### src/rtl/seq_bytemul.sv
module seq_bytemul #(
  parameter int HALF_W = 8,
  localparam int OP_W  = 2 * HALF_W,
  localparam int RES_W = 4 * HALF_W
) (
  input  logic             clk,
  input  logic             rst_n,
  input  logic             start,
  input  logic [OP_W-1:0]  op_a,
  input  logic [OP_W-1:0]  op_b,
  output logic             busy,
  output logic             done,
  output logic [RES_W-1:0] product
);

  typedef enum logic [2:0] {
    S_IDLE, S_LL, S_HH, S_XLH, S_XHL, S_FIXB, S_FIXA
  } step_t;

  step_t            step, step_nx;
  logic [OP_W-1:0]  a_q, b_q;
  logic [RES_W-1:0] acc;
  logic [HALF_W-1:0] mx, my;
  logic [OP_W-1:0]  pp;
  logic             a_neg, b_neg;

  assign a_neg   = a_q[OP_W-1];
  assign b_neg   = b_q[OP_W-1];
  assign busy    = (step != S_IDLE);
  assign product = acc;

  always_comb begin
    mx = a_q[HALF_W-1:0];
    my = b_q[HALF_W-1:0];
    case (step)
      S_HH:    begin mx = a_q[OP_W-1:HALF_W]; my = b_q[OP_W-1:HALF_W]; end
      S_XLH:   begin mx = a_q[HALF_W-1:0];    my = b_q[OP_W-1:HALF_W]; end
      S_XHL:   begin mx = a_q[OP_W-1:HALF_W]; my = b_q[HALF_W-1:0];    end
      default: ;
    endcase
  end

  assign pp = mx * my;

  always_comb begin
    step_nx = step;
    case (step)
      S_IDLE:  if (start) step_nx = S_LL;
      S_LL:    step_nx = S_HH;
      S_HH:    step_nx = S_XLH;
      S_XLH:   step_nx = S_XHL;
      S_XHL:   step_nx = b_neg ? S_FIXB : (a_neg ? S_FIXA : S_IDLE);
      S_FIXB:  step_nx = a_neg ? S_FIXA : S_IDLE;
      S_FIXA:  step_nx = S_IDLE;
      default: step_nx = S_IDLE;
    endcase
  end

  always_ff @(posedge clk or negedge rst_n) begin
    if (!rst_n) begin
      step <= S_IDLE;
      a_q  <= '0;
      b_q  <= '0;
      acc  <= '0;
      done <= 1'b0;
    end else begin
      step <= step_nx;
      done <= busy && (step_nx == S_IDLE);
      case (step)
        S_IDLE: if (start) begin a_q <= op_a; b_q <= op_b; end
        S_LL:   acc <= {{OP_W{1'b0}}, pp};
        S_HH:   acc[RES_W-1:OP_W] <= pp;
        S_XLH, S_XHL: acc <= acc + (RES_W'(pp) << HALF_W);
        S_FIXB: acc[RES_W-1:OP_W] <= acc[RES_W-1:OP_W] - a_q;
        S_FIXA: acc[RES_W-1:OP_W] <= acc[RES_W-1:OP_W] - b_q;
        default: ;
      endcase
    end
  end

endmodule

### config.mk
export PLATFORM = sky130hd
export DESIGN_NAME = seq_bytemul
export DESIGN_NICKNAME = d
export VERILOG_FILES = /design/src/rtl/seq_bytemul.sv
export SDC_FILE = /design/constraint.sdc
export NUM_CORES = 1
export LEC_CHECK = 0
export BUFFER_PORTS_ARGS = -buffer_cell sky130_fd_sc_hd__buf_2
export CAP_MARGIN = 20
export CORE_ASPECT_RATIO = 0.6
export CORE_MARGIN = 8
export CORE_UTILIZATION = 40
export CTS_CLUSTER_DIAMETER = 150
export DETAILED_ROUTE_END_ITERATION = 12
export GPL_ROUTABILITY_DRIVEN = 0
export GPL_TIMING_DRIVEN = 0
export PLACE_DENSITY_LB_ADDON = 0.12
export SKIP_CTS_REPAIR_TIMING = 1
export SLEW_MARGIN = 5
export SYNTH_ARGS = -nofsm -noshare
export SYNTH_HDL_FRONTEND = slang
export SYNTH_SLANG_ARGS = --single-unit
### constraint.sdc
create_clock -name clk -period 8.1 [get_ports clk]
set_input_delay 2.025 -clock clk [delete_from_list [all_inputs] [get_ports clk]]
set_output_delay 2.025 -clock clk [all_outputs]
set_load 0.01 [all_outputs]
==> impl_metrics.csv, run 1 <==
group,metric,value,unit
route,antenna_left,0,
yosys,synth_top_area_share,0.239,
status,outcome,"completed",
hold_path,hold_depth,2,
route,num_vias,6487,
setup_path,cp-end-kind,"flip-flop",
sta,maxSlewViolCount,0,
setup_path,rr_startpoint,"step[1]",
cts,clkLatencyLatePin,350,ps
yosys,yosysUniqueCellTypes,68,
final_layout,fin_cells,1120,
route,routed_via_density,5.79,
hold_path,hp-start,"product[4]",
cts,htreeDepth,3,
sta,finalHoldViolations,0,
placed_design,hpwl,18200,µm
job,maxCapViolations,0,
sta,slew_headroom,0.360,
hold_path,hp-class,"flip-flop to flip-flop",
sta,final.setup.tns,0,ps
grt,grt_max_degree,47,
cts,numClockSinks,68,
grt,grt_usage,0.199,
yosys,synth-edff-count,0,
sta,worst_pin_slew,933,ps
setup_path,rr_worst_depth,26,
grt,antenna_found_initial,0,
setup_path,worstPathMaxFanout,10,
setup_path,worstPathArrival,7910,ps
sta,clock_skew,18.0,ps
cts,clockBufferDepth,2,
route,wire_per_inst,20.2,µm
cts,clkSlewWorstSetupHoldPaths,70,ps
sta,finalSetupViolCount,0,
setup_path,required,8300,ps
yosys,synth_top_cell_by_area,"dfrtp_1",
grt,overflow,0,
yosys,syn-num-nets,940,
sta,max_freq,130,MHz
sta,rsz0062_at_grt,"no",
yosys,synth_ff_type,"dfrtp_1",
yosys,syn_inst,798,
final_layout,utilization,0.478,
placed_design,io_buffers,68,
cts,cts_root_buf,"clkbuf_16",
sta,period_needed,7710,ps
final_layout,drive_above_1_share,0.192,
final_layout,n_antenna_cell,0,
yosys,ys_ff_latch,68,
yosys,syn_area_per_cell,8.92,µm²
sta,hold_ws,471,ps
yosys,yosysWarningCount,0,
setup_path,worstSetupStartpoint,"step[1]",
final_layout,syn_to_final_growth,16.1,%
route,drtIter0Drc,672,
placed_design,dp_cells,1101,
cts,tritoncts,"built",
floorplan,dieArea,22400,µm²
floorplan,row_count,37,
yosys,synth_area_leaders,"dfrtp_1, ha_1, fa_1, mux2i_1, nor2_1",
floorplan,die_h,119,µm
route,drt_wl_total,22700,µm
sta,post-route-period-util,0.952,
final_layout,num-nets-final,1023,
grt,grt_pass1_vias,6397,
grt,grt_pass1_wl,36000,µm
yosys,yosysSeqAreaShare,0.239,
cts,cts_buffers,9,
setup_path,startpoint_type,"flip-flop",
route,drc_errors,0,
floorplan,core,17300,µm²
route,first_pass_iters,5,
yosys,postSynth.asyncResetShare,1.00,
yosys,synth_area,7110,µm²
floorplan,start_util,0.412,
floorplan,fp.dieW,188,µm
final_layout,nFillCells,1648,
floorplan,ios,69,
setup_path,crit_type,"flip-flop to flip-flop",
[flip-flops by register name, summed over array words and instances (netlist names)]
signal	count
product	32
a_q	16
b_q	16
step	3
done	1
[synthesized netlist by cell type, types with 8 or more instances]
cell and count:
nand2_1 63, or2_2 12, nand4_1 8, clkbuf_1 12, ha_1 69, a21o_1 9
fa_1 38, xnor2_1 18, mux2i_1 41, a21oi_1 37, dfrtp_1 68, mux2_2 34
nand3_1 16, a22oi_1 9, o22ai_1 13, nor2_1 109, inv_1 59, o21a_1 11
xor2_1 17, a211oi_1 8, o21ai_0 35
[cells by family (layout without fill, tap and decap cells)]
family | count (synthesis) | count (layout) | synth area share
xor+xnor | 35 | 35 | 0.0431
flops | 68 | 68 | 0.239
buf+inv | 83 | 171 | 0.0477
fa+ha+maj | 107 | 107 | 0.228
mux | 75 | 75 | 0.112
simple gates | 249 | 249 | 0.158
compound gates | 181 | 181 | 0.172
[critical path, cell delays in order (launching register included)]
cell	delay, ps
dfrtp_1	380
buf_2	230
nor2b_1	140
buf_2	390
mux2i_2	600
or2_2	220
fa_1	420
fa_1	500
inv_1	60
fa_1	530
inv_1	50
fa_1	530
inv_1	40
ha_1	330
o21ai_1	170
o211ai_1	150
a31o_2	230
a21oi_1	170
xor2_1	520
inv_1	140
ha_1	360
a2111oi_0	590
and2_1	210
a31oi_1	170
nand3_1	150
xor2_1	160
o211ai_1	120
[layer usage]
| layer | part of all wire | routed length (µm) | track usage | vias to the layer above |
|---|---|---|---|---|
| met5 | 0 | 0 | 0 | - |
| met4 | 0.0067 | 151 | 0.0324 | 0 |
| met3 | 0.087 | 1980 | 0.0516 | 13 |
| met2 | 0.41 | 9240 | 0.278 | 267 |
| met1 | 0.50 | 11300 | 0.303 | 3211 |
| li1 | - | - | - | 2996 |
[placed cells by master, fill, tap and decap left out, drive strengths merged, types with 10 or more instances in the layout]
| master | count |
|---|---|
| buf | 83 |
| clkbuf | 21 |
| a22oi | 10 |
| inv | 63 |
| nand2 | 63 |
| nand3 | 16 |
| a21oi | 38 |
| o21a | 11 |
| fa | 38 |
| xnor2 | 18 |
| mux2i | 41 |
| or2 | 12 |
| xor2 | 17 |
| nor2 | 109 |
| o21ai | 42 |
| o22ai | 13 |
| dfrtp | 68 |
| mux2 | 34 |
| ha | 69 |
[worst paths after layout]
path	end	slack [ps]
worst max-delay path	product[28]	390
worst min-delay path	product[4]	470
worst max register to register	product[28]	390
worst min register to register	product[4]	470
max in group asynchronous	b_q[10]	5930
min in group asynchronous	product[16]	1600
[per-stage QoR]
step | cell area [µm²] | setup WS (ps)
CTS | 8090 | 168
global placement | 7750 | 250
global route | 8260 | 40.1
floorplan | 7110 | 1600
finish | 8260 | 388
detailed placement | 7780 | 204
[cell type report]
type                            instances  area (µm²)  share of cell area
Multi-Input combinational cell        647        5220               0.632
Tap cell                              234         293              0.0355
Buffer                                 23         114              0.0138
Clock buffer                            9         225              0.0273
Inverter                               60         225              0.0273
Sequential cell                        68        1700               0.206
Timing Repair Buffer                   72         393              0.0476
Clock inverter                          7        83.8              0.0102
Power of run 1 is not shown: default switching activity piles up to over one toggle a cycle in this logic, so the estimate is an artifact.
==> run 2, diff against run 1 <==
Settings changed: BUFFER_PORTS_ARGS -buffer_cell sky130_fd_sc_hd__buf_2 to not set, DONT_BUFFER_PORTS set to 1.
Clock period 8.1 ns to 6.9 ns, I/O delays scaled along.
==> impl_metrics.csv, run 2 (synthesis gave the netlist of run 1 again) <==
group,metric,value,unit
setup_path,required,7070,ps
sta,post-route-period-util,0.976,
sta,period_needed,6730,ps
placed_design,pre_cts_ws,-1020,ps
route,routed_via_density,5.84,
cts,cts_buffers,9,
setup_path,worstPathArrival,6910,ps
floorplan,ios,69,
floorplan,start_util,0.412,
cts,numClockSinks,68,
floorplan,fp.dieW,188,µm
sta,fin_ws,168,ps
final_layout,drive_above_1_share,0.219,
sta,finalSetupViolCount,0,
final_layout,largest_reg_flops,32,
setup_path,worstPathMaxFanout,8,
route,drc_errors,0,
sta,slew_headroom,0.361,
grt,grt_pass1_vias,6073,
final_layout,design_area,8670,µm²
floorplan,die_h,119,µm
setup_path,startpoint_type,"flip-flop",
route,drt_wl_total,23700,µm
setup_path,cp_slowest_cell,"fa_1",
route,drtIter0Drc,548,
floorplan,core,17300,µm²
final_layout,final_cell_mix,"nor2_1, dfrtp_1, nand2_1",
cts,htreeDepth,3,
sta,maxSlewViolCount,0,
cts,cts_root_buf,"clkbuf_16",
status,outcome,"completed",
grt,overflow,0,
placed_design,io_buffers,0,
route,first_pass_iters,6,
cts,clkLatencyLatePin,340,ps
grt,antenna_found_initial,3,
cts,clockBufferDepth,2,
cts,clkSlewWorstSetupHoldPaths,70,ps
sta,clock_skew,14.2,ps
route,num_vias,6357,
sta,finalHoldViolations,0,
route,wire_per_inst,21.8,µm
setup_path,crit_type,"flip-flop to flip-flop",
final_layout,num-nets-final,991,
sta,worst_pin_slew,931,ps
setup_path,cp-end-kind,"flip-flop",
placed_design,place_area,7410,µm²
route,antenna_left,0,
final_layout,syn_to_final_growth,21.9,%
grt,grt_usage,0.201,
grt,grt_max_degree,69,
setup_path,slowest_delay,550,ps
floorplan,dieArea,22400,µm²
job,maxCapViolations,0,
setup_path,cp_common_cell,"fa_1",
sta,max_freq,149,MHz
hold_path,hp-class,"flip-flop to flip-flop",
final_layout,final_common_cell,"nor2_1",
placed_design,hpwl,18100,µm
cts,tritoncts,"built",
floorplan,row_count,37,
grt,grt_pass1_wl,35600,µm
==> run 2: cell count changes in the layout (fill, tap and decap cells not counted), sizes merged <==
cell / change
clkinv: -2
buf: -31
inv: +1
clkbuf: -1
diode: +1
clkinvlp: +1
==> run 2: final timing paths <==
check	startpoint	endpoint	slack [ps]	depth (start not counted)
hold / removal	b_q[0]	b_q[0]	550	1
setup / recovery	step[2]	product[25]	170	26
min in group asynchronous	rst_n	product[27]	1070	0
max in group asynchronous	rst_n	step[2]	5680	0
hold reg to reg	b_q[0]	b_q[0]	550	1
setup reg to reg	step[2]	product[25]	170	26
==> run 2: per-stage QoR <==
stage          utilization  hold slack, ps  TNS (ps)  instances
4_1_cts              0.447             533    -10260       1048
5_1_grt              0.502             591      -214       1089
2_1_floorplan            -             497         0        798
6_report             0.502             550         0       1089
3_3_place_gp         0.429             512     -8930       1032
3_5_place_dp         0.429             518     -9910       1032
==> run 2: metal layers <==
metal  part of all wire  track usage
met1               0.46        0.288
met2               0.43        0.283
met3               0.10       0.0752
met4             0.0096       0.0412
met5            0.00089            0
==> run 2: area by class of cell <==
type / instances / area (µm²)
antenna: 1 / 2.50
buffer: 22 / 123
clock buffer: 9 / 225
fill: 1615 / 8600
inverter: 60 / 225
tap: 234 / 293
clock inverter: 7 / 82.6
sequential: 68 / 1700
multi-input combinational: 647 / 5660
timing repair buffer: 41 / 362
==> run 2: critical path, delay by kind of cell, from the launching register on <==
kind	cells	cell delay (ps)
xor gates and xnor gates	1	150
AOI/OAI and AO/OA	8	1730
and+or+nand+nor	4	590
adders and majority gates	6	2590
buffers and inverters	6	660
muxes	1	390
DFF	1	420
Power of run 2 is left out for the same reason.
==> run 3, diff against run 2 <==
Settings changed: MAX_ROUTING_LAYER set to met4.
==> impl_metrics.csv, run 3 (synthesis gave the netlist of run 1 again) <==
group,metric,value,unit
sta,final.setup.tns,0,ps
final_layout,final_cell_mix,"nor2_1, dfrtp_1, nand2_1",
sta,clock_skew,14.0,ps
final_layout,largest_reg_flops,32,
sta,slew_headroom,0.363,
final_layout,final_common_cell,"nor2_1",
cts,numClockSinks,68,
floorplan,row_count,37,
cts,tritoncts,"built",
setup_path,cp_slowest_cell,"fa_1",
sta,hold_ws,552,ps
grt,met3_usage,0.0702,
setup_path,startpoint_type,"flip-flop",
route,drt_wl_total,23800,µm
floorplan,fp.dieW,188,µm
cts,htreeDepth,3,
route,wire_per_inst,21.9,µm
job,maxCapViolations,0,
cts,clkLatencyLatePin,340,ps
grt,globalRouteMet2Util,0.283,
sta,fin_ws,151,ps
placed_design,io_buffers,0,
sta,max_freq,148,MHz
route,first_pass_iters,5,
sta,worst_pin_slew,928,ps
final_layout,design_area,8670,µm²
grt,grt_max_degree,69,
floorplan,ios,69,
final_layout,drive_above_1_share,0.225,
final_layout,num-nets-final,990,
cts,clkSlewWorstSetupHoldPaths,70,ps
setup_path,cp-end-kind,"flip-flop",
grt,grt-busiest-layer,"met1",
sta,finalSetupViolCount,0,
setup_path,required,7070,ps
sta,finalHoldViolations,0,
grt,overflow,0,
final_layout,syn_to_final_growth,21.9,%
placed_design,pre_cts_ws,-1020,ps
setup_path,worstPathArrival,6920,ps
grt,globalRouteMet1Util,0.290,
floorplan,core,17300,µm²
setup_path,critical_path.top_delay_family,"adder cells",
cts,cts_root_buf,"clkbuf_16",
setup_path,cp_common_cell,"fa_1",
route,antenna_left,0,
setup_path,crit_type,"flip-flop to flip-flop",
route,num_vias,6391,
setup_path,worstPathMaxFanout,8,
status,outcome,"completed",
grt,grt_pass1_vias,6068,
sta,maxSlewViolCount,0,
hold_path,hp-class,"flip-flop to flip-flop",
setup_path,slowest_delay,550,ps
route,routed_via_density,5.86,
route,drc_errors,0,
grt,antenna_found_initial,3,
route,drtIter0Drc,576,
floorplan,die_h,119,µm
placed_design,place_area,7410,µm²
grt,grt_usage,0.207,
grt,grt_pass1_wl,35600,µm
sta,post-route-period-util,0.978,
placed_design,hpwl,18100,µm
cts,clockBufferDepth,2,
floorplan,start_util,0.412,
floorplan,dieArea,22400,µm²
setup_path,cp_num_buf_inv,5,
cts,cts_buffers,9,
sta,period_needed,6750,ps
[run 3: changes by cell type in the layout (fill, tap and decap cells not counted), sizes merged]
cell / previous run / this run
clkbuf: 20 / 21
buf: 52 / 50
diode: 1 / 3
[run 3: worst min-delay path: cells and delay by family, from the launching register on]
kind / cells / cell delay, ps
flip-flops: 1 / 400
AND/OR/NAND/NOR: 2 / 120
[run 3: metrics by stage]
stage / std cells / utilization
finish: 1090 / 0.502
global route: 1090 / 0.502
CTS: 1048 / 0.447
detailed placement: 1032 / 0.429
global placement: 1032 / 0.429
floorplan: 798 / -
[run 3: layer usage]
| metal | routed length (µm) | up-vias |
|---|---|---|
| met5 | 0 | - |
| met3 | 2260 | 28 |
| met1 | 11300 | 3170 |
| li1 | - | 2934 |
| met2 | 10100 | 259 |
| met4 | 253 | 0 |
[run 3: final cells by class]
class	instances	area [µm²]
clock inverter	7	82.6
buffer	22	123
timing repair buffer	40	342
tap	234	293
clock buffer	9	225
inverter	60	225
antenna	3	7.51
sequential	68	1700
multi-input combinational	647	5670
fill	1613	8590
[run 3: worst paths after layout]
kind / from / endpoint / slack [ps] / cells after the start
setup reg to reg: step[2] / product[25] / 150 / 25
max in group asynchronous: rst_n / step[2] / 5700 / 0
hold / removal: product[4] / product[4] / 550 / 2
hold reg to reg: product[4] / product[4] / 550 / 2
setup / recovery: step[2] / product[25] / 150 / 25
min in group asynchronous: rst_n / product[27] / 1070 / 0
Power of run 3 is left out for the same reason.
